===== config.mk =====
export PLATFORM = sky130hd
export DESIGN_NAME = spd_guard
export DESIGN_NICKNAME = d
export VERILOG_FILES = /design/src/rtl/spd_guard_pkg.sv /design/src/rtl/spd_seq_track.sv /design/src/rtl/spd_sum_acc.sv /design/src/rtl/spd_crc_acc.sv /design/src/rtl/spd_guard.sv
export SDC_FILE = /design/constraint.sdc
export NUM_CORES = 1
export LEC_CHECK = 0
export CAP_MARGIN = 5
export CELL_PAD_IN_SITES_DETAIL_PLACEMENT = 0
export CELL_PAD_IN_SITES_GLOBAL_PLACEMENT = 1
export CORE_MARGIN = 2
export CORE_UTILIZATION = 40
export CTS_CLUSTER_DIAMETER = 30
export DETAILED_ROUTE_END_ITERATION = 16
export DONT_BUFFER_PORTS = 1
export PLACE_DENSITY_LB_ADDON = 0.1
export SETUP_SLACK_MARGIN = 0.3
export SLEW_MARGIN = 20
export SYNTH_ARGS = -nofsm -noshare
export SYNTH_HDL_FRONTEND = slang
export SYNTH_SLANG_ARGS = --single-unit

===== constraint.sdc =====
create_clock -name clk_i -period 2.8 [get_ports clk_i]
set_input_delay 0.14 -clock clk_i [delete_from_list [all_inputs] [get_ports clk_i]]
set_output_delay 0.14 -clock clk_i [all_outputs]
set_load 0.01 [all_outputs]

===== src/rtl/spd_guard_pkg.sv =====
package spd_guard_pkg;

  localparam int BYTE_W        = 8;
  localparam int CRC_W         = 16;
  localparam int TYPE_POS      = 2;
  localparam int SUM_LAST_POS  = 62;
  localparam int SUM_POS       = 63;
  localparam int CRC_SHORT_POS = 116;
  localparam int CRC_LONG_POS  = 125;
  localparam int CRC_LO_POS    = 126;
  localparam int CRC_HI_POS    = 127;

  typedef enum logic [2:0] {
    MT_NONE = 3'd0,
    MT_SDR  = 3'd1,
    MT_DDR  = 3'd2,
    MT_DDR2 = 3'd3,
    MT_DDR3 = 3'd4
  } mem_type_e;

  typedef enum logic [1:0] {
    E_NONE     = 2'd0,
    E_MISMATCH = 2'd1,
    E_UNSUP    = 2'd2,
    E_SEQ      = 2'd3
  } err_e;

  typedef enum logic [1:0] {
    M_PEND = 2'd0,
    M_SUM  = 2'd1,
    M_CRC  = 2'd2
  } method_e;

  typedef enum logic {
    S_IDLE = 1'b0,
    S_RUN  = 1'b1
  } state_e;

  function automatic mem_type_e classify(input logic [BYTE_W-1:0] code);
    case (code)
      8'd4:    return MT_SDR;
      8'd7:    return MT_DDR;
      8'd8:    return MT_DDR2;
      8'd11:   return MT_DDR3;
      default: return MT_NONE;
    endcase
  endfunction

endpackage


===== src/rtl/spd_seq_track.sv =====
module spd_seq_track #(
  parameter int ADDR_W = 8
) (
  input  logic              clk_i,
  input  logic              rst_ni,
  input  logic              start_i,
  input  logic              step_i,
  input  logic [ADDR_W-1:0] addr_i,
  output logic              in_order_o
);
  logic [ADDR_W-1:0] exp_q;

  assign in_order_o = (addr_i == exp_q);

  always_ff @(posedge clk_i or negedge rst_ni) begin
    if (!rst_ni)                    exp_q <= '0;
    else if (start_i)               exp_q <= ADDR_W'(1);
    else if (step_i && in_order_o)  exp_q <= exp_q + ADDR_W'(1);
  end

  // a new image always expects address 1 next
  a_r8_restart_at_one: assert property (@(posedge clk_i) disable iff (!rst_ni)
    start_i |=> exp_q == ADDR_W'(1));

endmodule


===== src/rtl/spd_sum_acc.sv =====
module spd_sum_acc #(
  parameter int W = 8
) (
  input  logic         clk_i,
  input  logic         rst_ni,
  input  logic         load_i,
  input  logic         add_i,
  input  logic [W-1:0] byte_i,
  output logic [W-1:0] sum_o
);
  always_ff @(posedge clk_i or negedge rst_ni) begin
    if (!rst_ni)      sum_o <= '0;
    else if (load_i)  sum_o <= byte_i;
    else if (add_i)   sum_o <= sum_o + byte_i;
  end
endmodule


===== src/rtl/spd_crc_acc.sv =====
module spd_crc_acc #(
  parameter int          W      = 8,
  parameter int          CRC_W  = 16,
  parameter logic [15:0] POLY   = 16'h1021
) (
  input  logic             clk_i,
  input  logic             rst_ni,
  input  logic             load_i,
  input  logic             add_i,
  input  logic [W-1:0]     byte_i,
  output logic [CRC_W-1:0] crc_o
);
  logic [CRC_W-1:0] stage [0:W];

  // load starts from the zero seed
  assign stage[0] = load_i ? '0 : crc_o;

  for (genvar g = 0; g < W; g++) begin : g_bit
    logic fb;
    assign fb = stage[g][CRC_W-1] ^ byte_i[W-1-g];
    assign stage[g+1] = {stage[g][CRC_W-2:0], 1'b0} ^ ({CRC_W{fb}} & POLY[CRC_W-1:0]);
  end

  always_ff @(posedge clk_i or negedge rst_ni) begin
    if (!rst_ni)                crc_o <= '0;
    else if (load_i || add_i)   crc_o <= stage[W];
  end
endmodule


===== src/rtl/spd_guard.sv =====
module spd_guard
  import spd_guard_pkg::*;
#(
  parameter int          ADDR_W   = 8,
  parameter logic [15:0] CRC_POLY = 16'h1021
) (
  input  logic              clk_i,
  input  logic              rst_ni,
  input  logic              beat_valid_i,
  input  logic [ADDR_W-1:0] beat_addr_i,
  input  logic [7:0]        beat_data_i,
  output logic              done_o,
  output logic              pass_o,
  output logic [2:0]        mem_type_o,
  output logic [1:0]        err_code_o
);
  localparam logic [ADDR_W-1:0] A_TYPE      = ADDR_W'(TYPE_POS);
  localparam logic [ADDR_W-1:0] A_SUM_LAST  = ADDR_W'(SUM_LAST_POS);
  localparam logic [ADDR_W-1:0] A_SUM       = ADDR_W'(SUM_POS);
  localparam logic [ADDR_W-1:0] A_CRC_SHORT = ADDR_W'(CRC_SHORT_POS);
  localparam logic [ADDR_W-1:0] A_CRC_LONG  = ADDR_W'(CRC_LONG_POS);
  localparam logic [ADDR_W-1:0] A_CRC_LO    = ADDR_W'(CRC_LO_POS);
  localparam logic [ADDR_W-1:0] A_CRC_HI    = ADDR_W'(CRC_HI_POS);

  state_e            state_q;
  method_e           method_q;
  mem_type_e         type_q, type_d;
  err_e              err_q;
  logic              pass_q, done_q, short_q;
  logic [7:0]        crc_lo_q;
  logic [7:0]        sum_w;
  logic [CRC_W-1:0]  crc_w;
  logic              start, run_beat, in_order, good;
  logic [ADDR_W-1:0] crc_last;

  assign start    = (state_q == S_IDLE) && beat_valid_i && (beat_addr_i == '0);
  assign run_beat = (state_q == S_RUN) && beat_valid_i;
  assign good     = run_beat && in_order;
  assign crc_last = short_q ? A_CRC_SHORT : A_CRC_LONG;
  assign type_d   = classify(beat_data_i);

  spd_seq_track #(.ADDR_W(ADDR_W)) u_seq (
    .clk_i      (clk_i),
    .rst_ni     (rst_ni),
    .start_i    (start),
    .step_i     (run_beat),
    .addr_i     (beat_addr_i),
    .in_order_o (in_order)
  );

  spd_sum_acc #(.W(BYTE_W)) u_sum (
    .clk_i  (clk_i),
    .rst_ni (rst_ni),
    .load_i (start),
    .add_i  (good && (beat_addr_i <= A_SUM_LAST)),
    .byte_i (beat_data_i),
    .sum_o  (sum_w)
  );

  spd_crc_acc #(.W(BYTE_W), .CRC_W(CRC_W), .POLY(CRC_POLY)) u_crc (
    .clk_i  (clk_i),
    .rst_ni (rst_ni),
    .load_i (start),
    .add_i  (good && (beat_addr_i <= crc_last)),
    .byte_i (beat_data_i),
    .crc_o  (crc_w)
  );

  always_ff @(posedge clk_i or negedge rst_ni) begin
    if (!rst_ni) begin
      state_q  <= S_IDLE;
      method_q <= M_PEND;
      type_q   <= MT_NONE;
      err_q    <= E_NONE;
      pass_q   <= 1'b0;
      done_q   <= 1'b0;
      short_q  <= 1'b0;
      crc_lo_q <= '0;
    end else begin
      done_q <= 1'b0;
      if (start) begin
        state_q  <= S_RUN;
        method_q <= M_PEND;
        type_q   <= MT_NONE;
        err_q    <= E_NONE;
        pass_q   <= 1'b0;
        short_q  <= beat_data_i[7];
      end else if (run_beat && !in_order) begin
        state_q <= S_IDLE;
        done_q  <= 1'b1;
        err_q   <= E_SEQ;
      end else if (good) begin
        if (beat_addr_i == A_TYPE) begin
          type_q <= type_d;
          if (type_d == MT_NONE) begin
            state_q <= S_IDLE;
            done_q  <= 1'b1;
            err_q   <= E_UNSUP;
          end else begin
            method_q <= (type_d == MT_DDR3) ? M_CRC : M_SUM;
          end
        end else if (method_q == M_SUM && beat_addr_i == A_SUM) begin
          state_q <= S_IDLE;
          done_q  <= 1'b1;
          pass_q  <= (beat_data_i == sum_w);
          err_q   <= (beat_data_i == sum_w) ? E_NONE : E_MISMATCH;
        end else if (method_q == M_CRC && beat_addr_i == A_CRC_LO) begin
          crc_lo_q <= beat_data_i;
        end else if (method_q == M_CRC && beat_addr_i == A_CRC_HI) begin
          state_q <= S_IDLE;
          done_q  <= 1'b1;
          pass_q  <= ({beat_data_i, crc_lo_q} == crc_w);
          err_q   <= ({beat_data_i, crc_lo_q} == crc_w) ? E_NONE : E_MISMATCH;
        end
      end
    end
  end

  assign done_o     = done_q;
  assign pass_o     = pass_q;
  assign mem_type_o = type_q;
  assign err_code_o = err_q;

  a_r9_done_single: assert property (@(posedge clk_i) disable iff (!rst_ni)
    done_o |=> !done_o);

  a_r4_pass_no_err: assert property (@(posedge clk_i) disable iff (!rst_ni)
    pass_o |-> err_code_o == E_NONE);

  a_r2_pass_typed: assert property (@(posedge clk_i) disable iff (!rst_ni)
    pass_o |-> mem_type_o != MT_NONE);

  a_r7_unsup_at_type: assert property (@(posedge clk_i) disable iff (!rst_ni)
    (done_o && err_code_o == E_UNSUP) |-> $past(beat_addr_i) == A_TYPE);

  a_r10_idle_quiet: assert property (@(posedge clk_i) disable iff (!rst_ni)
    (state_q == S_IDLE && beat_valid_i && beat_addr_i != '0) |=> !done_o);

  a_r8_seq_needs_beat: assert property (@(posedge clk_i) disable iff (!rst_ni)
    (done_o && err_code_o == E_SEQ) |-> $past(beat_valid_i));

endmodule


# Yosys cells after proc, flatten, opt, wreduce, memory -nomap -nowiden
# Cells that the tools add are included.
[op_classes] mux=50 bitwise=21 magnitude_cmp=2 eq_ne=20 n_addsub=2 n_reduce_logical=25
[op_table] cell="bitwise XOR 16 x 13 -> 16 bit" n=8
[op_table] cell="two-way mux 8 bit" n=4
[op_table] cell="two-way mux 2 bit" n=14
[op_table] cell="two-way mux 1 bit" n=25
[op_table] cell="== test 16 bit" n=1
[op_table] cell="== test 8 x 3 -> 1 bit (second input constant)" n=2
[op_table] cell="== test 8 x 4 -> 1 bit (second input constant)" n=2
[op_table] cell="== test 8 x 7 -> 1 bit (second input constant)" n=2
[op_table] cell="== test 8 bit" n=2
[op_table] cell="two-way mux 16 bit" n=1
[op_table] cell="two-way mux 3 bit" n=4
[op_table] cell="one-hot mux 3 bit (4 select lines)" n=1
[op_table] cell="logical AND 1 bit" n=10
[op_table] cell="adder 8 x 1 -> 8 bit (second input constant)" n=1
[op_table] cell="adder 8 bit" n=1
[op_table] cell="== test 8 x 2 -> 1 bit (second input constant)" n=1
[op_table] cell="== test 8 x 6 -> 1 bit (second input constant)" n=1
[op_table] cell="<= comparator 8 x 6 -> 1 bit (second input constant)" n=1
[op_table] cell="<= comparator 8 x 7 -> 1 bit" n=1
[op_table] cell="zero test 8 bit" n=1
[op_table] cell="AND reduction 4 bit" n=2
[op_table] cell="bitwise XOR 1 bit" n=8
[op_table] cell="!= test 2 x 1 -> 1 bit (second input constant)" n=3
[op_table] cell="AND reduction 6 bit" n=1
[op_table] cell="other kinds (16)" n=23
[word_totals] register_bits=51 inputBits=19 wordCells=131

# Logic depth before layout (Yosys ltp)
# Gate-level depths: netlist of the first run.
[depth] depth_word=20 ltp_mapped=10 ltp_nobuf=10

# Modules after synthesis
# A second synthesis of the first run with hierarchy kept.
[unflattened] cells_unflattened=413 hier_area_um2=3804.9
[by_module_without_submodules] module="spd_guard" area_each_um2=1373.8 cells_per_inst=138 instances=1
[by_module_without_submodules] module="spd_crc_acc" area_each_um2=1197.4 cells_per_inst=138 instances=1
[by_module_without_submodules] module="spd_sum_acc" area_each_um2=733.2 cells_per_inst=83 instances=1
[by_module_without_submodules] module="spd_seq_track" area_each_um2=500.5 cells_per_inst=54 instances=1

# Worst setup path before layout of the first run
# No wires, ideal clock.
[synth_timing] path_kind="register to register" start="register u_seq.exp_q[3]" end="register crc_lo_q[2]" required_ns=2.675 arrival_ns=2.193 setup_slack_ns=0.482 path_stages_with_launch=9 setup_ns=0.125 synth_period_minus_slack_ns=2.318 path_cell_list="dfrtp_1 buf_6 xnor2_2 nand4_1 or3_1 buf_2 or4_4 buf_6 mux2_4"
[synth_via] elab_chain_len=5
[synth_rtl] item="start, declared" line="spd_seq_track.sv:11" source="logic [ADDR_W-1:0] exp_q;"
[synth_rtl] item="start signal, assigned" line="spd_seq_track.sv:18" source="else if (step_i && in_order_o) exp_q <= exp_q + ADDR_W'(1);"
[synth_rtl] item="== test 8 bit (*)" line="spd_seq_track.sv:13" source="assign in_order_o = (addr_i == exp_q);"
[synth_rtl] item="zero test 1 bit" line="spd_guard.sv:88" source="end else if (run_beat && !in_order) begin"
[synth_rtl] item="logical AND 1 bit" line="spd_guard.sv:88"
[synth_rtl] item="NOT 1 bit (no source line)"
[synth_rtl] item="AND reduction 6 bit (no source line) (*)"
[synth_rtl] item="end signal, assigned" line="spd_guard.sv:108" source="crc_lo_q <= beat_data_i;"
[synth_rtl] item="end, declared" line="spd_guard.sv:30" source="logic [7:0] crc_lo_q;"
# Mark *: on every way between the ends. The rest lies on a longest branch, timed or not.
# A chain may end at the register's enable or synchronous reset.

# Worst setup path in the final report of the first run
[layout_timing] start="register u_seq.exp_q[4]" end="register crc_lo_q[7]"
# The elaborated chain is that of the path after synthesis.

==> qor.yml, run 1 <==
place:
  place_ws_ns: 0.402
  dp_hpwl_um: 6140
  portBuffers: 0
  dp_cells: 474
  gp_congestion: 0.800
clocking:
  numCtsBuffers: 5
  root_buffer: "clkbuf_8"
  clk_path_buf_depth: 2
  clock_sinks: 51
  htreeDepth: 2
  tritoncts: "yes"
  path_clk_slew_ns: 0.10
  clkLatencyLatePin_ns: 0.31
layout:
  fin_cells: 491
  area_delta_synth_final_pct: 8.03
  layout.nets: 415
  seqCellArea_um2: 1280
  drive_gt1_share_pct: 7.77
  multi_input_comb_area_um2: 2010
  nFillCells: 822
  num_antenna_cells: 0
floorplanning:
  start_util_pct: 41.5
  die_h_um: 96.8
  die-area_um2: 9360
  core_area_um2: 8300
  die_w_um: 96.8
  num_io_pins: 26
  rows: 33
power_and_ir_drop:
  power_density_nw_per_um2: 439
  ir_worst_vdd_mv: 0.215
  p_leak_nw: 1.66
  power_mw: 1.63
sta:
  setup_violations: 0
  fmax_mhz: 430
  worstMarginPinSlew_ns: 0.701
  finalHoldViolCount: 0
  timing.final.crit_share_pct: 83.2
  fin_crit_ns: 2.33
  rsz0062_at_grt: "no"
  drv_slew: 0
  finalSetupTns_ns: 0
  maxSlewHeadroom_pct: 53.1
  finalClockSkew_ns: 0.00835
  fin_ws_ns: 0.472
synth:
  async_flop_share_pct: 100
  ys_warn_count: 0
  yosysTopAreaCell: "dfrtp_1"
  avgSynthCellArea_um2: 8.76
  synthTopCellsByArea: "dfrtp_1, xor2_1, xnor2_1"
  synth_edf_count: 0
  yosys.cell_types.count: 48
  synth_ff_type: "dfrtp_1"
  postSynthCellCount: 393
  synth_seq_cells: 51
  synth_area_um2: 3440
  synth-seq-area-share_pct: 37.1
  syn_nets: 423
  yosys.area.top_type_share_pct: 37.1
route:
  drtPass1Iterations: 5
  vias: 2739
  avgRoutedWirePerCell_um: 18.0
  routed_wirelength_um: 8850
  drt_drc_violations_left: 0
  via_per_inst: 5.58
  ant_nets: 0
  initialDrtViolationCount: 77
global_routing:
  grt_max_degree: 52
  first_global_vias: 2671
  grt_pass1_wl_um: 14600
  grt_antenna_before_repair: 0
  overflow: 0
  grt_use_total_pct: 19.5
critical_path:
  slowest_delay_ns: 0.63
  startpoint_type: "flip-flop"
  crit_arrival_ns: 2.53
  crit_path_end_kind: "flip-flop"
  slowest_stage: "or4_4"
  path_cells: "xnor2_1 -> nand4_1 -> or3_4 -> or4_4 -> mux2_4"
  path_max_fanout: 11
  r2r_slack_ns: 0.47
  cp.required_ns: 3.00
  crit_type: "reg -> reg"
hold_path:
  hold_path.class: "in -> reg"
run_status:
  outcome: "complete, no violations"
flow_run:
  drv_cap: 0
cells in the mapped netlist, types with 2 or more instances:
| master | count |
|---|---|
| a21oi_1 | 22 |
| a22oi_1 | 8 |
| a31oi_1 | 3 |
| and3_1 | 4 |
| buf_2 | 4 |
| buf_6 | 4 |
| clkbuf_1 | 20 |
| dfrtp_1 | 51 |
| ha_1 | 10 |
| inv_1 | 11 |
| mux2_2 | 4 |
| mux2_4 | 4 |
| nand2_1 | 40 |
| nand2b_1 | 2 |
| nand3_1 | 9 |
| nand4_1 | 8 |
| nand4b_1 | 3 |
| nor2_1 | 27 |
| nor2b_1 | 3 |
| nor3_1 | 10 |
| nor3_2 | 2 |
| nor3b_1 | 3 |
| nor4_1 | 8 |
| o211ai_1 | 3 |
| o21a_1 | 2 |
| o21ai_0 | 33 |
| o22ai_1 | 13 |
| or3_1 | 7 |
| or4_1 | 2 |
| xnor2_1 | 24 |
| xor2_1 | 32 |
area by class of cell:
cell class / instances / area share [%]
well taps: 105 / 3.53
flip-flops and latches: 51 / 34.3
repair buffers: 13 / 4.04
clock buffers: 5 / 1.85
clock inverters: 3 / 1.18
inverters: 11 / 1.11
multi-input cells: 303 / 54.0
layout by cell type (no fill, tap or decap), types with 2 or more instances in the layout:
cell           netlist  layout
mux2_2               4       4
nand2b_1             2       2
o22ai_1             13      13
nor3_1              10      10
or4_1                2       2
nor4_1               8       8
nor2_1              27      27
and3_1               4       4
nand2_1             40      40
nand4b_1             3       3
o211ai_1             3       3
mux2_4               4       4
buf_4                0       3
inv_1               11      11
xnor2_1             24      24
nand3_1              9       9
or3_4                0       3
a21oi_1             22      22
nor2b_1              3       3
clkbuf_8             0       5
o21ai_0             33      33
a22oi_1              8       8
xor2_1              32      32
nor3b_1              3       3
dfrtp_1             51      51
o21a_1               2       2
dlygate4sd3_1        0       8
nor3_2               2       2
ha_1                10      10
nand4_1              8       8
or3_1                7       4
a31oi_1              3       3
flip-flops by register name (all words and copies together), names as in the netlist:
name	flops
crc_lo_q	8
done_o	1
err_code_o	2
mem_type_o	3
method_q	2
pass_o	1
short_q	1
state_q	1
u_crc.crc_o	16
u_seq.exp_q	8
u_sum.sum_o	8
worst max-delay path: cells and delay by family, from the launching register on:
| family | cells | cell delay [ns] |
|---|---|---|
| simple gates | 3 | 1.27 |
| flops | 1 | 0.45 |
| mux | 1 | 0.33 |
| xor+xnor | 1 | 0.18 |
metrics by stage:
| step | cell area (um^2) | util (%) | hold WS [ns] |
|---|---|---|---|
| floorplan | 3440 | - | -0.156 |
| global placement | 3480 | 41.9 | -0.154 |
| detailed placement | 3480 | 41.9 | -0.154 |
| CTS | 3700 | 44.5 | 0.0174 |
| global route | 3720 | 44.8 | 0.0181 |
| finish | 3720 | 44.8 | 0.0237 |
kinds of logic (layout without fill, tap and decap cells):
family	after synthesis	count (layout)	synth area share [%]
buf+inv	39	32	5.27
xor+xnor	57	57	14.7
fa+ha+maj	11	11	4.22
simple gates	133	133	19.5
compound gates	93	93	15.8
mux	9	9	3.34
flops	51	51	37.1
report_power, final:
group          switching (mW)  total, mW  internal [mW]
registers              0.0439      0.816          0.772
logic                   0.142      0.275          0.133
clock network           0.274      0.541          0.267
total                   0.460       1.63           1.17
per-layer routing:
| layer | track usage (%) | part of all wire, % |
|---|---|---|
| met1 | 28.8 | 49 |
| met2 | 30.6 | 46 |
| met3 | 3.18 | 4.0 |
| met4 | 3.25 | 0.73 |
| met5 | 0 | 0 |
what timing repair did:
item	4_1_cts	5_1_grt
setup buffers	0	0
hold endpoints to repair	63	0
resized for setup	0	4
endpoints found under the setup margin	0	12
hold buffers	9	0
worst paths after layout:
| kind | start | endpoint | cells past startpoint |
|---|---|---|---|
| min in group asynchronous | rst_ni | u_seq.exp_q[5] | 2 |
| max in group asynchronous | rst_ni | u_crc.crc_o[15] | 2 |
| worst max-delay path | u_seq.exp_q[4] | crc_lo_q[7] | 5 |
| worst min register to register | u_sum.sum_o[3] | u_sum.sum_o[3] | 2 |
| worst max register to register | u_seq.exp_q[4] | crc_lo_q[7] | 5 |
| worst min-delay path | beat_data_i[1] | mem_type_o[0] | 2 |
(Power assumes the default switching activity.)
==> inputs of run 2 (changes only) <==
==> constraint.sdc (replaced) <==
create_clock -name clk_i -period 2.2 [get_ports clk_i]
set_input_delay 0.11 -clock clk_i [delete_from_list [all_inputs] [get_ports clk_i]]
set_output_delay 0.11 -clock clk_i [all_outputs]
set_load 0.01 [all_outputs]
==> run 2 against run 1 <==
- final cell count grew 12%
- non-clock buffer count grew 60
- fmax grew 8.8%
==> qor.yml, run 2 (synthesis results as in run 1) <==
global_routing:
  grt_pass1_wl_um: 16500  # +13%
  grt_antenna_before_repair: 0  # unchanged
  first_global_vias: 3109  # +16%
  grt_max_degree: 52  # unchanged
  overflow: 0  # unchanged
  grt_use_total_pct: 21.8  # +2.3 points
critical_path:
  startpoint_type: "flip-flop"
  reg2reg_from: "u_seq.exp_q[7]"
  r2r_slack_ns: 0.06  # -0.41 ns
  crit_top_cell: "buf_6"
  crit_type: "reg -> reg"
  crit_start: "u_seq.exp_q[7]"
  worst-path-buf-inv: 3  # +3
  crit_arrival_ns: 2.33  # -0.20 ns
  slowest_stage: "or3_4"
  cp.required_ns: 2.39  # -0.61 ns
  cpLargestDelayFamily: "simple AND/OR/NAND/NOR gates"
  path_cells: "xnor2_1 -> nand4_1 -> or3_4 -> buf_6 -> nor3_4 -> buf_6 -> buf_12 -> nand2_1 -> o22ai_1 -> a22oi_1"
  crit_path_end_kind: "flip-flop"
  path_max_fanout: 6  # -5
  slowest_delay_ns: 0.43  # -0.20 ns
sta:
  fin_ws_ns: 0.0598  # -0.412 ns
  finalHoldViolCount: 0  # unchanged
  holdWs_ns: 0.00258  # -0.0211 ns
  setup_violations: 0  # unchanged
  rsz0062_at_grt: "yes"
  fmax_mhz: 467  # +8.8%
  drv_slew: 0  # unchanged
  maxSlewHeadroom_pct: 55.1  # +2.0 points
  worstMarginPinSlew_ns: 0.667  # -0.0342 ns
  fin_crit_ns: 2.14  # -0.188 ns
  finalClockSkew_ns: 0.00549  # -0.00287 ns
  timing.final.crit_share_pct: 97.3  # +14 points
layout:
  fin_cells: 550  # +12%
  area_delta_synth_final_pct: 36.8
  stdcell_area_um2: 4710  # +27%
  post-route-util_pct: 56.7  # +12 points
  seqCellArea_um2: 1280  # +0.29%
  nFillCells: 741  # -9.9%
  layout.nets: 475  # +14%
  multi_input_comb_area_um2: 2400  # +19%
  drive_gt1_share_pct: 32.4  # +25 points
  largest_register_ff_count: 16  # unchanged
  final_cell_mix: "dfrtp_1, buf_4, nand2_1, xor2_1, nor2_1"
  regMostFlops: "u_crc.crc_o"
  num_antenna_cells: 0  # unchanged
  layout_commonest_cell: "dfrtp_1"
clocking:
  root_buffer: "clkbuf_8"
  tritoncts: "yes"
  clk_path_buf_depth: 2  # unchanged
  path_clk_slew_ns: 0.10  # about the same
  clock_sinks: 51  # unchanged
  htreeDepth: 2  # unchanged
  numCtsBuffers: 5  # unchanged
  clkLatencyLatePin_ns: 0.31  # about the same
power_and_ir_drop:
  p_leak_nw: 2.08  # +26%
  ir_worst_vdd_mv: 0.267  # +24%
  seqPwrFrac_pct: 47.0  # -3.0 points
  power.share.clock_pct: 30.7  # -2.5 points
  switching_share_pct: 28.7  # +0.53 points
  power_density_nw_per_um2: 467  # +6.4%
  p_sw_uw: 631  # +37%
  combPwrFrac_pct: 22.4  # +5.6 points
  p_int_mw: 1.57  # +34%
hold_path:
  worstHoldStart: "beat_data_i[6]"
  hold_path.class: "in -> reg"
floorplanning:
  core_area_um2: 8300  # unchanged
  die_h_um: 96.8  # unchanged
  rows: 33  # unchanged
  die-area_um2: 9360  # unchanged
  start_util_pct: 41.5  # unchanged
  die_w_um: 96.8  # unchanged
  num_io_pins: 26  # unchanged
place:
  dp_hpwl_um: 6240  # +1.6%
  dp_cells: 496  # +4.6%
  place_ws_ns: 0.0442  # -0.358 ns
  postPlaceCellArea_um2: 3690  # +6.3%
  gp_congestion: 0.841  # +5.1%
  portBuffers: 0  # unchanged
flow_run:
  drv_cap: 0  # unchanged
route:
  vias: 3062  # +12%
  routed_wirelength_um: 10100  # +14%
  drt_drc_violations_left: 0  # unchanged
  avgRoutedWirePerCell_um: 18.4  # +2.2%
  via_per_inst: 5.57  # -0.20%
  ant_nets: 0  # unchanged
  drtPass1Iterations: 4  # -1
  initialDrtViolationCount: 123  # +60%
run_status:
  outcome: "complete, no violations"
run 2: cell count changes in the layout (fill, tap and decap cells not counted), moves of 5 or more:
cell	change
o21ai_0	-21
nand2_1	-9
nand2_2	+7
a21oi_2	+6
o22ai_1	-8
o21ai_1	+18
buf_4	+34
o22ai_2	+7
buf_6	+18
a21oi_1	-7
nor3_4	+5
run 2: per-stage QoR:
step / power, mW / setup TNS [ns]
after floorplan: 1.34 / 0
after CTS: 2.16 / 0
after global placement: 1.40 / 0
after detailed placement: 1.40 / 0
after global routing: 2.32 / -0.660
final: 2.20 / 0
run 2: repair_timing:
item                       CTS  global route
hold endpoints to repair    68             1
buffers inserted            19            13
gates cloned                 2             1
setup endpoints to repair   36            45
hold buffers                11             1
pin swaps                   33            56
resized for setup           42            72
run 2: area by class of cell:
cell class                 instances  share of cell area, %
tap                              105                   2.79
inverter                          11                  0.877
sequential                        51                   27.2
multi-input combinational        303                   50.9
timing repair buffer              73                   16.0
clock inverter                     2                  0.797
clock buffer                       5                   1.46
run 2: final timing paths:
kind / end / cells after the start
worst max register to register: u_crc.crc_o[7] / 10
min in group asynchronous: u_crc.crc_o[8] / 2
max in group asynchronous: u_crc.crc_o[11] / 2
worst min-delay path: u_crc.crc_o[11] / 3
worst max-delay path: u_crc.crc_o[7] / 10
worst min register to register: crc_lo_q[1] / 2
run 2: tightest hold or removal path, stage by stage:
cell     delay, ns
nand3_4       0.05
o21ai_2       0.05
a22oi_1       0.07
run 2: layer usage:
metal	share of wire (%)	vias up	track usage [%]	wire length [um]
met5	0	-	0	0
met2	48	45	36.0	4820
met1	48	1517	30.6	4890
met3	3.2	9	3.47	323
li1	-	1491	-	-
met4	0.99	0	4.33	100
run 2: power by group through the flow:
stage | sequential [mW] | clock [mW] | combinational, mW
after floorplan | 1.03 | 0 | 0.302
after global placement | 1.05 | 0 | 0.352
after detailed placement | 1.05 | 0 | 0.354
after CTS | 1.03 | 0.691 | 0.437
after global routing | 1.04 | 0.738 | 0.543
final | 1.03 | 0.674 | 0.491
==> inputs of run 3 (changes only) <==
--- a/config.mk
+++ b/config.mk
@@ -9,10 +9,11 @@
 export CELL_PAD_IN_SITES_DETAIL_PLACEMENT = 0
 export CELL_PAD_IN_SITES_GLOBAL_PLACEMENT = 1
 export CORE_MARGIN = 2
-export CORE_UTILIZATION = 40
+export CORE_UTILIZATION = 35
 export CTS_CLUSTER_DIAMETER = 30
 export DETAILED_ROUTE_END_ITERATION = 16
 export DONT_BUFFER_PORTS = 1
+export GPL_TIMING_DRIVEN = 0
 export PLACE_DENSITY_LB_ADDON = 0.1
 export SETUP_SLACK_MARGIN = 0.3
 export SLEW_MARGIN = 20
==> constraint.sdc (replaced) <==
create_clock -name clk_i -period 2.2 [get_ports clk_i]
set_input_delay 0.22 -clock clk_i [delete_from_list [all_inputs] [get_ports clk_i]]
set_output_delay 0.22 -clock clk_i [all_outputs]
set_load 0.01 [all_outputs]
==> run 3 against run 2 <==
- the run now ends with setup timing left
- routed wire length about the same
- non-clock buffer count decreased by 7
- power decreased by 2.6%
- global-route usage decreased by 2.2 points
- worst setup slack worse by 0.15 ns
==> qor.yml, run 3 (synthesis results as in run 1) <==
run_status:
  outcome: "complete, but fails checks"
  violations: "setup timing"
layout:
  num_antenna_cells: 0  # unchanged
  drive_gt1_share_pct: 33.5  # +1.1 points
  final_cell_mix: "dfrtp_1, xor2_1, nand2_1, buf_6, nor2_1"
  regMostFlops: "u_crc.crc_o"
  largest_register_ff_count: 16  # unchanged
  fin_cells: 572  # +4.0%
  layout_commonest_cell: "dfrtp_1"
  layout.nets: 468  # -1.5%
  area_delta_synth_final_pct: 34.5
sta:
  finalClockSkew_ns: 0.0158  # +0.0103 ns
  worstMarginPinSlew_ns: 0.678  # +0.0105 ns
  fmax_mhz: 436  # -6.6%
  setup_violations: 16  # +16
  timing.final.crit_share_pct: 104  # +6.9 points
  drv_slew: 0  # unchanged
  rsz0062_at_grt: "yes"
  finalHoldViolCount: 0  # unchanged
  maxSlewHeadroom_pct: 54.7  # -0.45 points
  fin_crit_ns: 2.29  # +0.151 ns
  fin_ws_ns: -0.0914  # -0.151 ns
  finalSetupTns_ns: -0.730  # -0.730 ns
place:
  portBuffers: 0  # unchanged
  dp_hpwl_um: 6740  # +7.9%
  dp_cells: 526  # +6.0%
  gp_congestion: 0.760  # -9.5%
floorplanning:
  die_h_um: 103  # +6.6%
  rows: 36  # +9.1%
  start_util_pct: 35.7  # -5.8 points
  die_w_um: 103  # +6.6%
  die-area_um2: 10600  # +14%
  core_area_um2: 9640  # +16%
  num_io_pins: 26  # unchanged
clocking:
  htreeDepth: 2  # unchanged
  clock_sinks: 51  # unchanged
  numCtsBuffers: 5  # unchanged
  path_clk_slew_ns: 0.09  # about the same
  clkLatencyLatePin_ns: 0.31  # about the same
  root_buffer: "clkbuf_8"
  clk_path_buf_depth: 2  # unchanged
  tritoncts: "yes"
route:
  avgRoutedWirePerCell_um: 17.7  # -3.8%
  via_per_inst: 5.26  # -5.5%
  drtPass1Iterations: 4  # unchanged
  ant_nets: 0  # unchanged
  drt_drc_violations_left: 0  # unchanged
  routed_wirelength_um: 10100  # about the same
  initialDrtViolationCount: 91  # -26%
  vias: 3009  # -1.7%
hold_path:
  whs_path_depth: 3  # unchanged
  hold_path.class: "in -> reg"
  min_to: "mem_type_o[2]"
  worstHoldStart: "beat_addr_i[1]"
global_routing:
  overflow: 0  # unchanged
  grt_max_degree: 52  # unchanged
  grt_pass1_wl_um: 15900  # -4.0%
  grt_antenna_before_repair: 0  # unchanged
  first_global_vias: 2978  # -4.2%
  grt_use_total_pct: 19.7  # -2.2 points
power_and_ir_drop:
  p_leak_nw: 2.07  # -0.76%
  ir_worst_vdd_mv: 0.220  # -18%
  power_density_nw_per_um2: 462  # -0.95%
critical_path:
  reg2reg_from: "u_seq.exp_q[6]"
  startpoint_type: "flip-flop"
  crit_path_end_kind: "flip-flop"
  r2r_cells: 9  # -1
  path_max_fanout: 6  # unchanged
  cp.required_ns: 2.40  # about the same
  crit_arrival_ns: 2.49  # +0.16 ns
  timing.rr.end: "u_crc.crc_o[0]"
  r2r_slack_ns: -0.09  # -0.15 ns
  crit_type: "reg -> reg"
flow_run:
  drv_cap: 0  # unchanged
-- run 3: changes by cell type in the layout (fill, tap and decap cells not counted), moves of 3 or more --
cell           previous run  this run
xnor2_1                  24        19
clkbuf_4                  0         3
xnor2_2                   1         6
clkbuf_8                  5         9
buf_6                    18        24
clkbuf_2                  0         6
buf_4                    37        16
clkbuf_1                  0         9
dlygate4sd3_1            11         1
-- run 3: metal layers --
layer | wire length [um] | GRT usage [%] | share of wire [%]
met1 | 4860 | 27.1 | 48
met2 | 4850 | 32.4 | 48
met4 | 148 | 5.57 | 1.5
met5 | 0 | 0 | 0
met3 | 285 | 2.82 | 2.8
-- run 3: how the worst max path moves through the flow --
stage	cells past startpoint	to	startpoint
after global routing	10	u_crc.crc_o[4]	u_seq.exp_q[7]
after detailed placement	7	u_sum.sum_o[7]	u_seq.exp_q[4]
after global placement	7	u_sum.sum_o[7]	u_seq.exp_q[4]
after floorplan	7	crc_lo_q[2]	u_seq.exp_q[0]
after CTS	7	crc_lo_q[2]	u_seq.exp_q[7]
final	9	u_crc.crc_o[0]	u_seq.exp_q[6]
-- run 3: per-stage QoR --
step / setup WS [ns] / power (mW) / hold slack [ns] / cell area (um^2) / utilization (%)
after floorplan: 0.0259 / 1.34 / -0.0756 / 3500 / -
after global routing: -0.158 / 2.26 / 0.178 / 4630 / 48.0
after global placement: -0.432 / 1.41 / -0.0731 / 3670 / 38.0
after detailed placement: -0.427 / 1.42 / -0.0730 / 3670 / 38.0
after CTS: -0.0510 / 2.11 / 0.184 / 4220 / 43.8
final: -0.0914 / 2.14 / 0.171 / 4630 / 48.0
-- run 3: critical path: stages (launching register included) --
cell and delay, ns:
dfrtp_1 0.44, xnor2_1 0.16, nand4_1 0.15, or3_1 0.39
buf_6 0.15, or3_4 0.36, buf_6 0.14, nor3b_2 0.17
o21ai_1 0.08, o21a_1 0.15
-- run 3: repair_timing --
action,in CTS,in global routing
gates cloned,2,0
setup endpoints to repair,49,45
hold buffers,2,0
pin swaps,37,32
endpoints found under the hold margin,51,0
setup buffers,19,15
resized for setup,70,75
-- run 3: report_power, final --
group	leakage [nW]	internal, mW	switching [mW]	total, mW
combinational	1.33	0.224	0.270	0.494
clock	0.0515	0.288	0.325	0.614
sequential	0.683	0.983	0.0500	1.03
-- run 3: final cells by class --
cell class                      instances  area, um^2
Fill cell                             950        5010
Multi-Input combinational cell        303        2420
Sequential cell                        51        1280
Timing Repair Buffer                   38         403
Buffer                                 28         213
Tap cell                              133         166
Clock buffer                            8         100
Inverter                               11        41.3
